### src/rtl/ctg_pkg.sv
package ctg_pkg;
    localparam int PC_W    = 32;
    localparam int INSN_W  = 32;
    localparam int DATA_W  = 32;
    localparam int CAUSE_W = 5;
    localparam int TVAL_W  = 32;
    localparam int REG_W   = 5;

    typedef struct packed {
        logic [PC_W-1:0]    pc;
        logic [INSN_W-1:0]  insn;
        logic               trap;
        logic [CAUSE_W-1:0] cause;
        logic [TVAL_W-1:0]  tval;
        logic               wen;
        logic [REG_W-1:0]   rd;
        logic [DATA_W-1:0]  wdata;
    } trace_rec_t;

    typedef enum logic [1:0] {
        Q_EMPTY = 2'd0,
        Q_ONE   = 2'd1,
        Q_TWO   = 2'd2
    } q_state_t;
endpackage

### src/rtl/ctg_pend_table.sv
module ctg_pend_table
    import ctg_pkg::*;
#(
    parameter int DEPTH = 4
) (
    input  logic                clk,
    input  logic                rst_n,
    input  logic [REG_W-1:0]    look_rd,
    input  logic                free_en,
    input  logic                alloc_en,
    input  logic [REG_W-1:0]    alloc_rd,
    input  logic [PC_W-1:0]     alloc_pc,
    input  logic [INSN_W-1:0]   alloc_insn,
    output logic                hit,
    output logic [PC_W-1:0]     hit_pc,
    output logic [INSN_W-1:0]   hit_insn,
    output logic                full
);
    localparam int IDX_W = (DEPTH > 1) ? $clog2(DEPTH) : 1;

    logic [DEPTH-1:0]  vld;
    logic [REG_W-1:0]  rd_q   [DEPTH];
    logic [PC_W-1:0]   pc_q   [DEPTH];
    logic [INSN_W-1:0] insn_q [DEPTH];
    logic [IDX_W-1:0]  hit_idx;
    logic [IDX_W-1:0]  free_idx;

    // lowest matching entry wins; lowest empty entry is allocated
    always_comb begin
        hit      = 1'b0;
        hit_idx  = '0;
        free_idx = '0;
        for (int i = DEPTH - 1; i >= 0; i--) begin
            if (vld[i] && rd_q[i] == look_rd) begin
                hit     = 1'b1;
                hit_idx = IDX_W'(i);
            end
            if (!vld[i]) begin
                free_idx = IDX_W'(i);
            end
        end
    end

    assign full     = &vld;
    assign hit_pc   = pc_q[hit_idx];
    assign hit_insn = insn_q[hit_idx];

    always_ff @(posedge clk or negedge rst_n) begin
        if (!rst_n) begin
            vld <= '0;
        end else begin
            if (free_en) begin
                vld[hit_idx] <= 1'b0;
            end
            if (alloc_en) begin
                vld[free_idx] <= 1'b1;
            end
        end
    end

    always_ff @(posedge clk) begin
        if (alloc_en) begin
            rd_q[free_idx]   <= alloc_rd;
            pc_q[free_idx]   <= alloc_pc;
            insn_q[free_idx] <= alloc_insn;
        end
    end


    no_alloc_when_full_chk: assert property (@(posedge clk) disable iff (!rst_n)
        alloc_en |-> !full);


    free_needs_hit_chk: assert property (@(posedge clk) disable iff (!rst_n)
        free_en |-> hit);
endmodule

### src/rtl/ctg_rec_build.sv
module ctg_rec_build
    import ctg_pkg::*;
(
    input  logic                ret_acc,
    input  logic                wb_acc,
    input  logic                ret_valid,
    input  logic [PC_W-1:0]     ret_pc,
    input  logic [INSN_W-1:0]   ret_insn,
    input  logic                ret_trap,
    input  logic [CAUSE_W-1:0]  ret_cause,
    input  logic [TVAL_W-1:0]   ret_tval,
    input  logic                ret_wen,
    input  logic                ret_long,
    input  logic [REG_W-1:0]    ret_rd,
    input  logic [DATA_W-1:0]   ret_wdata,
    input  logic                wb_valid,
    input  logic [REG_W-1:0]    wb_rd,
    input  logic [DATA_W-1:0]   wb_data,
    input  logic                hit,
    input  logic [PC_W-1:0]     hit_pc,
    input  logic [INSN_W-1:0]   hit_insn,
    output logic [1:0]          push_n,
    output trace_rec_t          rec0,
    output trace_rec_t          rec1,
    output logic                alloc_en,
    output logic                free_en,
    output logic                miss_err
);
    logic       wb_act, ret_act, ret_rec_v, wr_ok;
    trace_rec_t wb_rec, ret_rec;

    assign wb_act    = wb_acc && wb_valid && (wb_rd != '0);
    assign free_en   = wb_act && hit;
    assign miss_err  = wb_act && !hit;
    assign ret_act   = ret_acc && ret_valid;
    assign alloc_en  = ret_act && !ret_trap && ret_long && (ret_rd != '0);
    assign ret_rec_v = ret_act && !alloc_en;
    assign wr_ok     = !ret_trap && !ret_long && ret_wen && (ret_rd != '0);

    always_comb begin
        wb_rec       = '0;
        wb_rec.pc    = hit_pc;
        wb_rec.insn  = hit_insn;
        wb_rec.wen   = 1'b1;
        wb_rec.rd    = wb_rd;
        wb_rec.wdata = wb_data;

        ret_rec       = '0;
        ret_rec.pc    = ret_pc;
        ret_rec.insn  = ret_insn;
        ret_rec.trap  = ret_trap;
        ret_rec.cause = ret_trap ? ret_cause : '0;
        ret_rec.tval  = ret_trap ? ret_tval : '0;
        ret_rec.wen   = wr_ok;
        ret_rec.rd    = wr_ok ? ret_rd : '0;
        ret_rec.wdata = wr_ok ? ret_wdata : '0;

        // the writeback record always goes out ahead of the retirement record
        if (free_en) begin
            rec0 = wb_rec;
            rec1 = ret_rec;
        end else begin
            rec0 = ret_rec;
            rec1 = '0;
        end
        push_n = {1'b0, free_en} + {1'b0, ret_rec_v};
    end
endmodule

### src/rtl/ctg_out_queue.sv
module ctg_out_queue
    import ctg_pkg::*;
(
    input  logic        clk,
    input  logic        rst_n,
    input  logic [1:0]  push_n,
    input  trace_rec_t  rec0,
    input  trace_rec_t  rec1,
    input  logic        out_ready,
    output logic        out_valid,
    output trace_rec_t  out_rec,
    output logic        busy
);
    q_state_t   state, state_nxt;
    trace_rec_t skid_rec;
    logic       pop, load_out, load_skid, from_skid;

    assign pop = out_valid && out_ready;

    always_comb begin
        state_nxt = state;
        load_out  = 1'b0;
        load_skid = 1'b0;
        from_skid = 1'b0;
        unique case (state)
            Q_EMPTY: begin
                if (push_n == 2'd1) begin
                    state_nxt = Q_ONE;
                    load_out  = 1'b1;
                end else if (push_n == 2'd2) begin
                    state_nxt = Q_TWO;
                    load_out  = 1'b1;
                    load_skid = 1'b1;
                end
            end
            Q_ONE: begin
                if (pop) begin
                    if (push_n == 2'd0) begin
                        state_nxt = Q_EMPTY;
                    end else if (push_n == 2'd1) begin
                        load_out  = 1'b1;
                    end else begin
                        state_nxt = Q_TWO;
                        load_out  = 1'b1;
                        load_skid = 1'b1;
                    end
                end
            end
            Q_TWO: begin
                if (pop) begin
                    state_nxt = Q_ONE;
                    load_out  = 1'b1;
                    from_skid = 1'b1;
                end
            end
            default: state_nxt = Q_EMPTY;
        endcase
    end

    always_ff @(posedge clk or negedge rst_n) begin
        if (!rst_n) begin
            state <= Q_EMPTY;
        end else begin
            state <= state_nxt;
        end
    end

    always_ff @(posedge clk or negedge rst_n) begin
        if (!rst_n) begin
            out_rec  <= '0;
            skid_rec <= '0;
        end else begin
            if (load_out) begin
                out_rec <= from_skid ? skid_rec : rec0;
            end
            if (load_skid) begin
                skid_rec <= rec1;
            end
        end
    end

    assign out_valid = (state != Q_EMPTY);
    assign busy      = (state == Q_TWO) || (state == Q_ONE && !out_ready);


    out_hold_chk: assert property (@(posedge clk) disable iff (!rst_n)
        out_valid && !out_ready |=> out_valid && $stable(out_rec));


    no_push_when_busy_chk: assert property (@(posedge clk) disable iff (!rst_n)
        busy |-> push_n == 2'd0);
endmodule

### src/rtl/commit_trace_gen.sv
module commit_trace_gen
    import ctg_pkg::*;
#(
    parameter int PEND_DEPTH = 4
) (
    input  logic                clk,
    input  logic                rst_n,
    input  logic                ret_valid,
    input  logic [PC_W-1:0]     ret_pc,
    input  logic [INSN_W-1:0]   ret_insn,
    input  logic                ret_trap,
    input  logic [CAUSE_W-1:0]  ret_cause,
    input  logic [TVAL_W-1:0]   ret_tval,
    input  logic                ret_wen,
    input  logic                ret_long,
    input  logic [REG_W-1:0]    ret_rd,
    input  logic [DATA_W-1:0]   ret_wdata,
    input  logic                wb_valid,
    input  logic [REG_W-1:0]    wb_rd,
    input  logic [DATA_W-1:0]   wb_data,
    input  logic                out_ready,
    output logic                out_valid,
    output logic [PC_W-1:0]     out_pc,
    output logic [INSN_W-1:0]   out_insn,
    output logic                out_trap,
    output logic [CAUSE_W-1:0]  out_cause,
    output logic [TVAL_W-1:0]   out_tval,
    output logic                out_wen,
    output logic [REG_W-1:0]    out_rd,
    output logic [DATA_W-1:0]   out_wdata,
    output logic                stall,
    output logic                wb_hold,
    output logic                wb_err
);
    logic             q_busy, tbl_full, hit, alloc_en, free_en;
    logic [PC_W-1:0]  hit_pc;
    logic [INSN_W-1:0] hit_insn;
    logic [1:0]       push_n;
    trace_rec_t       rec0, rec1, out_rec;

    assign stall   = tbl_full || q_busy;
    assign wb_hold = q_busy;

    ctg_pend_table #(.DEPTH(PEND_DEPTH)) u_table (
        .clk        (clk),
        .rst_n      (rst_n),
        .look_rd    (wb_rd),
        .free_en    (free_en),
        .alloc_en   (alloc_en),
        .alloc_rd   (ret_rd),
        .alloc_pc   (ret_pc),
        .alloc_insn (ret_insn),
        .hit        (hit),
        .hit_pc     (hit_pc),
        .hit_insn   (hit_insn),
        .full       (tbl_full)
    );

    ctg_rec_build u_build (
        .ret_acc   (!stall),
        .wb_acc    (!wb_hold),
        .ret_valid (ret_valid),
        .ret_pc    (ret_pc),
        .ret_insn  (ret_insn),
        .ret_trap  (ret_trap),
        .ret_cause (ret_cause),
        .ret_tval  (ret_tval),
        .ret_wen   (ret_wen),
        .ret_long  (ret_long),
        .ret_rd    (ret_rd),
        .ret_wdata (ret_wdata),
        .wb_valid  (wb_valid),
        .wb_rd     (wb_rd),
        .wb_data   (wb_data),
        .hit       (hit),
        .hit_pc    (hit_pc),
        .hit_insn  (hit_insn),
        .push_n    (push_n),
        .rec0      (rec0),
        .rec1      (rec1),
        .alloc_en  (alloc_en),
        .free_en   (free_en),
        .miss_err  (wb_err)
    );

    ctg_out_queue u_queue (
        .clk       (clk),
        .rst_n     (rst_n),
        .push_n    (push_n),
        .rec0      (rec0),
        .rec1      (rec1),
        .out_ready (out_ready),
        .out_valid (out_valid),
        .out_rec   (out_rec),
        .busy      (q_busy)
    );

    assign out_pc    = out_rec.pc;
    assign out_insn  = out_rec.insn;
    assign out_trap  = out_rec.trap;
    assign out_cause = out_rec.cause;
    assign out_tval  = out_rec.tval;
    assign out_wen   = out_rec.wen;
    assign out_rd    = out_rec.rd;
    assign out_wdata = out_rec.wdata;


    trap_no_write_chk: assert property (@(posedge clk) disable iff (!rst_n)
        out_valid && out_trap |-> !out_wen);


    no_x0_report_chk: assert property (@(posedge clk) disable iff (!rst_n)
        out_valid && out_wen |-> out_rd != '0);


    err_no_free_chk: assert property (@(posedge clk) disable iff (!rst_n)
        wb_err |-> !free_en && !wb_hold);
endmodule

### config.mk
export PLATFORM = sky130hd
export DESIGN_NAME = commit_trace_gen
export DESIGN_NICKNAME = d
export VERILOG_FILES = /design/src/rtl/ctg_pkg.sv /design/src/rtl/ctg_pend_table.sv /design/src/rtl/ctg_rec_build.sv /design/src/rtl/ctg_out_queue.sv /design/src/rtl/commit_trace_gen.sv
export SDC_FILE = /design/constraint.sdc
export NUM_CORES = 1
export LEC_CHECK = 0
export BUFFER_PORTS_ARGS = -buffer_cell sky130_fd_sc_hd__buf_2
export CAP_MARGIN = 20
export CORE_UTILIZATION = 54
export CTS_BUF_LIST = sky130_fd_sc_hd__clkbuf_16
export CTS_CLUSTER_DIAMETER = 150
export DETAILED_ROUTE_END_ITERATION = 10
export GPL_ROUTABILITY_DRIVEN = 0
export GPL_TIMING_DRIVEN = 0
export MAX_ROUTING_LAYER = met4
export PLACE_DENSITY = 0.76
export SKIP_CTS_REPAIR_TIMING = 1
export SLEW_MARGIN = 20
export SYNTH_ARGS = -nofsm -noshare
export SYNTH_HDL_FRONTEND = slang
export SYNTH_SLANG_ARGS = --single-unit
### constraint.sdc
create_clock -name clk -period 14.9 [get_ports clk]
set_input_delay 2.98 -clock clk [delete_from_list [all_inputs] [get_ports clk]]
set_output_delay 2.98 -clock clk [all_outputs]
set_load 0.05 [all_outputs]
==> flow_metrics.env, run 1 <==
export IMPL_yosys_register_bits=562
export IMPL_dpl_hpwl_mm=49.3
export IMPL_cts_made_buffers=56
export IMPL_seqPwrFrac_pct=39.6
export IMPL_status="finished, final reports clean"
export IMPL_path_delay_family="buffers and inverters"
export IMPL_endpoint_kind="primary output"
export IMPL_rows=75
export IMPL_drive_gt1_share_pct=21.6
export IMPL_p_leak_nw=11.0
export IMPL_synthCells=1830
export IMPL_power_density_mw_per_mm2=186
export IMPL_criticalPathCategory="in -> out"
export IMPL_setup_viol=0
export IMPL_crit_arrival_ps=5660
export IMPL_core_area_mm2=0.0419
export IMPL_port_buffers=321
export IMPL_nNetsFinal=2421
export IMPL_die_x_um=208
export IMPL_die_area_mm2=0.0434
export IMPL_worst_pin_slew_ps=1040
export IMPL_p_clk_share_pct=26.9
export IMPL_drt_pre_antenna_iters=9
export IMPL_clkTransAtPathRegs_ps=60
export IMPL_synth_nets=2016
export IMPL_vias=18700
export IMPL_antenna_left=0
export IMPL_cts_sinks=562
export IMPL_yosysTopAreaCell="edfxtp_1"
export IMPL_cts_max_path_buffers=3
export IMPL_synthesis_area_mm2=0.0230
export IMPL_drt_initial_drc_count=2684
export IMPL_crit_chain="clkbuf_1, xnor2_1, nand4_1, nor2_1, nor2_1, clkbuf_1, clkbuf_1, and3_1, buf_2"
export IMPL_period_share_pct=58.0
export IMPL_async_flop_share_pct=50.9
export IMPL_root_buffer="clkbuf_16"
export IMPL_synth_ff_type="dfrtp_1"
export IMPL_avgRoutedWirePerCell_um=25.4
export IMPL_ys_warn_count=0
export IMPL_max_slew_margin_pct=30.7
export IMPL_drc=0
export IMPL_io_pins=327
export IMPL_grt_use_total_pct=34.0
export IMPL_hold_viol_final=0
export IMPL_grt_ovfl_total=0
export IMPL_max_cap_violations=0
export IMPL_post_route_min_period_ps=8640
export IMPL_critPathLaunchType="primary input"
export IMPL_crit_path_frequent_cell="clkbuf_1"
export IMPL_area_delta_synth_final_pct=20.0
export IMPL_insertion_delay_ps=630
export IMPL_syn_avg_cell_area_um2=12.6
export IMPL_cts_tree="done"
export IMPL_totalWireLength_mm=72.4
export IMPL_netlist_area_leader_share_pct=36.1
export IMPL_htree_levels=2
export IMPL_crit_slowest_cell="clkbuf_1"
export IMPL_final_util_pct=65.7
export IMPL_grt_pass1_wl_mm=109
export IMPL_rsz0062_at_grt="no"
export IMPL_cp_max_fo=10
export IMPL_worst_path_buf_inv=4
export IMPL_start_util_pct=54.8
export IMPL_switchingPower_mw=2.03
export IMPL_ys_top_cells_by_area="edfxtp_1, dfrtp_1, a22o_1"
export IMPL_synth_distinct_cells=59
export IMPL_irDropWorstVdd_mv=0.152
export IMPL_grt_start_max_net_pins=88
export IMPL_worstPathRequired_ps=11920
export IMPL_die_h_um=208
export IMPL_swShare_pct=39.5
export IMPL_yosysSeqAreaShare_pct=67.2
export IMPL_slew_viol_final=0
export IMPL_synth_edf_count=276
export IMPL_antenna_found_initial=25
export IMPL_min_path_type="reg -> reg"
export IMPL_power_frac_comb_pct=33.5
export IMPL_p_int_mw=3.11
export IMPL_fmax_mhz=116
export IMPL_avgViaCountPerCell=6.57
export IMPL_final_setup_tns_ps=0
export IMPL_grt_pass1_vias=18500
export IMPL_max_stage_delay_ps=580
export IMPL_finClkSkew_ps=29.7
## layout make-up
type                    instances  area (um^2)
inverters                       7         26.3
plain buffers                 169          698
flip-flops and latches        562        15400
fillers                      3092        14400
multi-input cells            1092         6840
clock buffers                  58         1450
clock inverters                48          343
diodes                         27         67.6
repair buffers                347         2020
well taps                     539          674
## sequential cells by signal, indices dropped and copies added, names as in the netlist
| name | flops |
|---|---|
| u_table.vld | 4 |
| u_queue.skid_rec | 140 |
| u_table.rd_q | 20 |
| u_table.insn_q | 128 |
| u_table.pc_q | 128 |
| u_queue.out_rec | 140 |
| u_queue.state | 2 |
## final timing paths
path                                            startpoint                               end  slack, ps  cells after the start
setup reg to reg              u_table.rd_q[0][3]$_DFFE_PP_   u_queue.out_rec[31]$_DFFE_PN0P_       9480                     13
hold / removal             u_table.insn_q[0][13]$_DFFE_PP_   u_queue.out_rec[89]$_DFFE_PN0P_        480                      2
hold reg to reg            u_table.insn_q[0][13]$_DFFE_PP_   u_queue.out_rec[89]$_DFFE_PN0P_        480                      2
setup / recovery                                  wb_rd[0]                            wb_err       6260                      9
min in group asynchronous                            rst_n  u_queue.skid_rec[13]$_DFFE_PN0P_       2260                      1
max in group asynchronous                            rst_n  u_queue.skid_rec[47]$_DFFE_PN0P_      11490                      3
## tightest hold or removal path, stage by stage (launching register included)
cell and delay (ps):
edfxtp_1 320, a222oi_1 60, o31ai_1 70
## power by group through the flow
stage	combinational [mW]	sequential, mW	clock, mW
global placement	1.66	2.05	0
finish	1.72	2.04	1.38
floorplan	0.595	2.62	0
CTS	1.71	2.03	1.39
detailed placement	1.70	2.05	0
global route	1.81	2.05	1.46
## cells in the final DEF (no fill, tap or decap), types with 43 or more instances in the layout
master / instances
clkbuf_16: 58
a21oi_1: 111
dfrtp_1: 286
nor2_1: 137
a22oi_1: 46
nand4_1: 75
edfxtp_1: 276
buf_2: 364
nand2_1: 150
o21ai_0: 95
a22o_1: 106
clkbuf_1: 119
a31oi_1: 43
## synthesized netlist by cell type (all sizes together) (34+ instances only)
cell / instances
o22ai: 34
edfxtp: 276
buf: 50
o211ai: 37
a22oi: 47
dfrtp: 286
o21ai: 97
a21oi: 112
nand2: 150
nand4: 75
nand3: 34
clkbuf: 119
nor2: 139
a22o: 106
a31oi: 44
## per-layer routing
| layer | vias up | track usage, % | routed length, um |
|---|---|---|---|
| li1 | 7967 | - | - |
| met1 | 9248 | 44.3 | 27200 |
| met2 | 1260 | 51.7 | 34200 |
| met3 | 237 | 6.94 | 7940 |
| met4 | 0 | 15.5 | 3030 |
| met5 | - | - | 0 |
## logic make-up (layout without fill, tap and decap cells)
group / Yosys count / in the layout / share of synthesized area, %
AOI/OAI and AO/OA: 641 / 641 / 20.2
DFF: 562 / 562 / 67.2
and+or+nand+nor: 428 / 428 / 8.46
buffers and inverters: 176 / 629 / 3.15
xor gates and xnor gates: 20 / 20 / 0.762
adders and majority gates: 3 / 3 / 0.163
other: 0 / 27 / 0
## per-stage QoR
step / std cells / area [um^2] / hold WS [ps] / power [mW] / worst slack (ps)
after floorplan: 1830 / 23000 / 444 / 3.22 / 4070
after global placement: 2690 / 25300 / 459 / 3.71 / -1280
after detailed placement: 2716 / 25700 / 471 / 3.76 / 6310
after CTS: 2822 / 27500 / 482 / 5.13 / 6290
after global routing: 2847 / 27600 / 490 / 5.32 / 6180
final: 2849 / 27600 / 483 / 5.14 / 6260
Note: power is estimated with default switching activity, not from simulation.
==> run 2, diff against run 1 <==
--- a/config.mk
+++ b/config.mk
@@ -5,6 +5,7 @@
 export SDC_FILE = /design/constraint.sdc
 export NUM_CORES = 1
 export LEC_CHECK = 0
+export ABC_AREA = 1
 export BUFFER_PORTS_ARGS = -buffer_cell sky130_fd_sc_hd__buf_2
 export CAP_MARGIN = 20
 export CORE_UTILIZATION = 54
@@ -14,7 +15,7 @@
 export GPL_ROUTABILITY_DRIVEN = 0
 export GPL_TIMING_DRIVEN = 0
 export MAX_ROUTING_LAYER = met4
-export PLACE_DENSITY = 0.76
+export PLACE_DENSITY = 0.75
 export SKIP_CTS_REPAIR_TIMING = 1
 export SLEW_MARGIN = 20
 export SYNTH_ARGS = -nofsm -noshare
==> constraint.sdc (replaced) <==
create_clock -name clk -period 8.96 [get_ports clk]
set_input_delay 1.792 -clock clk [delete_from_list [all_inputs] [get_ports clk]]
set_output_delay 1.792 -clock clk [all_outputs]
set_load 0.05 [all_outputs]
==> run 2 against run 1 <==
Clock-buffer cell count unchanged. Die area rose by 7.7%. Clock skew up 3.3 ps. Register-to-register slack worse by 5600 ps. Synthesized area grew 7.8%. Utilization decreased by 0.62 points. Hold slack worse by 2.9 ps. Critical path depth rose by 12. Critical endpoint is now u_queue.out_rec[30]$_DFFE_PN0P_. Highest routed layer unchanged.
==> flow_metrics.env, run 2 <==
export IMPL_drt_pre_antenna_iters=9
export IMPL_synth_mux_area_share_pct=0
export IMPL_period_share_pct=67.0
export IMPL_hold_depth=2
export IMPL_hold_viol_final=0
export IMPL_io_pins=327
export IMPL_area_delta_synth_final_pct=19.1
export IMPL_vias=21800
export IMPL_antenna_left=0
export IMPL_drive_gt1_share_pct=15.5
export IMPL_grt_pass1_wl_mm=122
export IMPL_holdPathEnd="u_queue.out_rec[109]$_DFFE_PN0P_"
export IMPL_ys_top_cells_by_area="edfxtp_1, dfrtp_1, nand2_1"
export IMPL_grt_pass1_vias=21400
export IMPL_avgRoutedWirePerCell_um=21.4
export IMPL_setup_viol=0
export IMPL_insertion_delay_ps=640
export IMPL_drt_initial_drc_count=2669
export IMPL_max_cap_violations=0
export IMPL_synth_edf_count=276
export IMPL_rows=78
export IMPL_htree_levels=2
export IMPL_critPathLaunchType="primary input"
export IMPL_grt_ovfl_total=0
export IMPL_final_cell_mix="nand2_1, buf_2, nand3_1, dfrtp_1, edfxtp_1"
export IMPL_synth_most_common_cell="nand2_1"
export IMPL_die_x_um=216
export IMPL_worst_pin_slew_ps=1040
export IMPL_hp_start="u_queue.out_rec[109]$_DFFE_PN0P_"
export IMPL_grt_start_max_net_pins=94
export IMPL_cp_max_fo=10
export IMPL_synthesis_area_mm2=0.0248
export IMPL_n_fill_cell=3646
export IMPL_p_leak_nw=13.4
export IMPL_worstPathRequired_ps=9490
export IMPL_clkTransAtPathRegs_ps=60
export IMPL_nNetsFinal=3263
export IMPL_drc=0
export IMPL_dpl_hpwl_mm=56.1
export IMPL_endpoint_kind="flop"
export IMPL_cts_made_buffers=57
export IMPL_root_buffer="clkbuf_16"
export IMPL_reg2reg_slack_ps=3860
export IMPL_netlist_area_leader_share_pct=33.5
export IMPL_slew_viol_final=0
export IMPL_synth_xor_area_share_pct=0.0707
export IMPL_power_density_mw_per_mm2=294
export IMPL_synthCells=2675
export IMPL_post_route_min_period_ps=6010
export IMPL_cts_tree="done"
export IMPL_cts_sinks=562
export IMPL_final_setup_tns_ps=0
export IMPL_cts_max_path_buffers=3
export IMPL_core_area_mm2=0.0453
export IMPL_criticalPathCategory="in -> reg"
export IMPL_finClkSkew_ps=33.0
export IMPL_yosysSeqAreaShare_pct=62.4
export IMPL_rsz0062_at_grt="no"
export IMPL_totalWireLength_mm=80.3
export IMPL_min_path_type="reg -> reg"
export IMPL_fmax_mhz=166
export IMPL_fin_cells=3746
export IMPL_rr_startpoint="u_queue.state[1]$_DFFE_PN0P_"
export IMPL_synth_ff_type="dfrtp_1"
export IMPL_die_h_um=216
export IMPL_antenna_found_initial=16
export IMPL_largestRegisters="u_queue.out_rec x140, u_queue.skid_rec x140"
export IMPL_crit_arrival_ps=6540
export IMPL_synthAdderAreaFrac_pct=0.152
export IMPL_reg2reg_to="u_queue.out_rec[30]$_DFFE_PN0P_"
export IMPL_place_inst=3618
export IMPL_die_area_mm2=0.0467
export IMPL_yosysTopAreaCell="edfxtp_1"
export IMPL_syn_avg_cell_area_um2=9.26
export IMPL_status="finished, final reports clean"
export IMPL_synth_top_family_by_area="simple AND/OR/NAND/NOR gates"
export IMPL_grt_use_total_pct=35.3
export IMPL_synth_nets=2861
export IMPL_port_buffers=326
export IMPL_synth_distinct_cells=35
export IMPL_final_common_cell="nand2_1"
export IMPL_irDropWorstVdd_mv=0.490
export IMPL_rr_worst_depth=18
export IMPL_synth_compound_area_share_pct=10.1
export IMPL_avgViaCountPerCell=5.81
export IMPL_yosys_register_bits=562
export IMPL_async_flop_share_pct=50.9
export IMPL_start_util_pct=54.7
export IMPL_synthSimpleGateAreaFrac_pct=20.5
export IMPL_synth_common_cells="nand2_1, nand3_1, dfrtp_1"
export IMPL_max_slew_margin_pct=30.3
export IMPL_ys_warn_count=0
## run 2: cell count changes after synthesis, moves of 71 or more
cell,previous run,this run
nand3_1,33,321
nand4_1,75,4
a21oi_1,112,219
nand2_1,150,680
inv_1,6,231
o21ai_1,2,102
a22o_1,106,4
## run 2: metrics by stage
step / cell area, um^2 / power [mW] / worst slack (ps) / utilization, % / hold slack [ps]
5_1_grt: 29500 / 8.98 / 2730 / 65.1 / 503
6_report: 29500 / 8.67 / 2950 / 65.1 / 480
3_5_place_dp: 27600 / 6.33 / 2530 / 61.0 / 464
4_1_cts: 29400 / 8.64 / 3130 / 65.0 / 481
2_1_floorplan: 24800 / 5.33 / 2770 / - / 448
3_3_place_gp: 27100 / 6.24 / 237 / 59.9 / 461
## run 2: cell families after synthesis
family                     Yosys count
DFF                                562
xor gates and xnor gates             2
buffers and inverters              418
and+or+nand+nor                   1213
AOI/OAI and AO/OA                  477
adders and majority gates            3
## run 2: report_power, final
group / total, mW / switching (mW) / internal, mW / leakage, nW
Clock: 2.33 / 1.02 / 1.31 / 0.962
Sequential: 3.36 / 0.254 / 3.10 / 6.20
Combinational: 2.99 / 2.32 / 0.671 / 6.24
## run 2: critical path: stages
cell and delay (ps):
buf_2 120, inv_2 120, nand2_1 60, o21ai_1 80, nor2_1 50, nand3_1 120
nand2_1 120, inv_2 70, nand3_2 90, nand2_4 230, buf_2 360, buf_1 560
ha_1 270, nor2_1 40, inv_1 100, a21oi_1 80, nor2_1 800, clkbuf_1 590
clkbuf_1 630, nand2_1 100, o211ai_1 120
## run 2: final cells by class
type / count / area, um^2 / area share, %
sequential: 562 / 15400 / 52.4
multi-input combinational: 1695 / 7660 / 26.0
timing repair buffer: 343 / 2080 / 7.06
clock buffer: 58 / 1450 / 4.92
inverter: 245 / 922 / 3.13
buffer: 173 / 766 / 2.60
tap: 600 / 751 / 2.55
clock inverter: 48 / 353 / 1.20
antenna: 22 / 55.1 / 0.187
## run 2: layer usage
| metal | wire, um | GRT usage [%] |
|---|---|---|
| met4 | 3020 | 12.3 |
| met2 | 38500 | 56.4 |
| met5 | 0 | - |
| met3 | 9080 | 8.69 |
| met1 | 29700 | 44.0 |
## run 2: how the worst max path moves through the flow
stage | start | end | slack, ps | depth (start not counted)
floorplan | out_ready | u_table.insn_q[0][0]$_DFFE_PP_ | 2770 | 8
CTS | wb_rd[2] | u_queue.out_rec[30]$_DFFE_PN0P_ | 3130 | 21
global placement | out_ready | u_table.pc_q[3][22]$_DFFE_PP_ | 240 | 9
finish | wb_rd[2] | u_queue.out_rec[30]$_DFFE_PN0P_ | 2950 | 21
global route | wb_rd[0] | u_queue.out_rec[30]$_DFFE_PN0P_ | 2730 | 21
detailed placement | wb_rd[2] | u_queue.out_rec[30]$_DFFE_PN0P_ | 2530 | 21
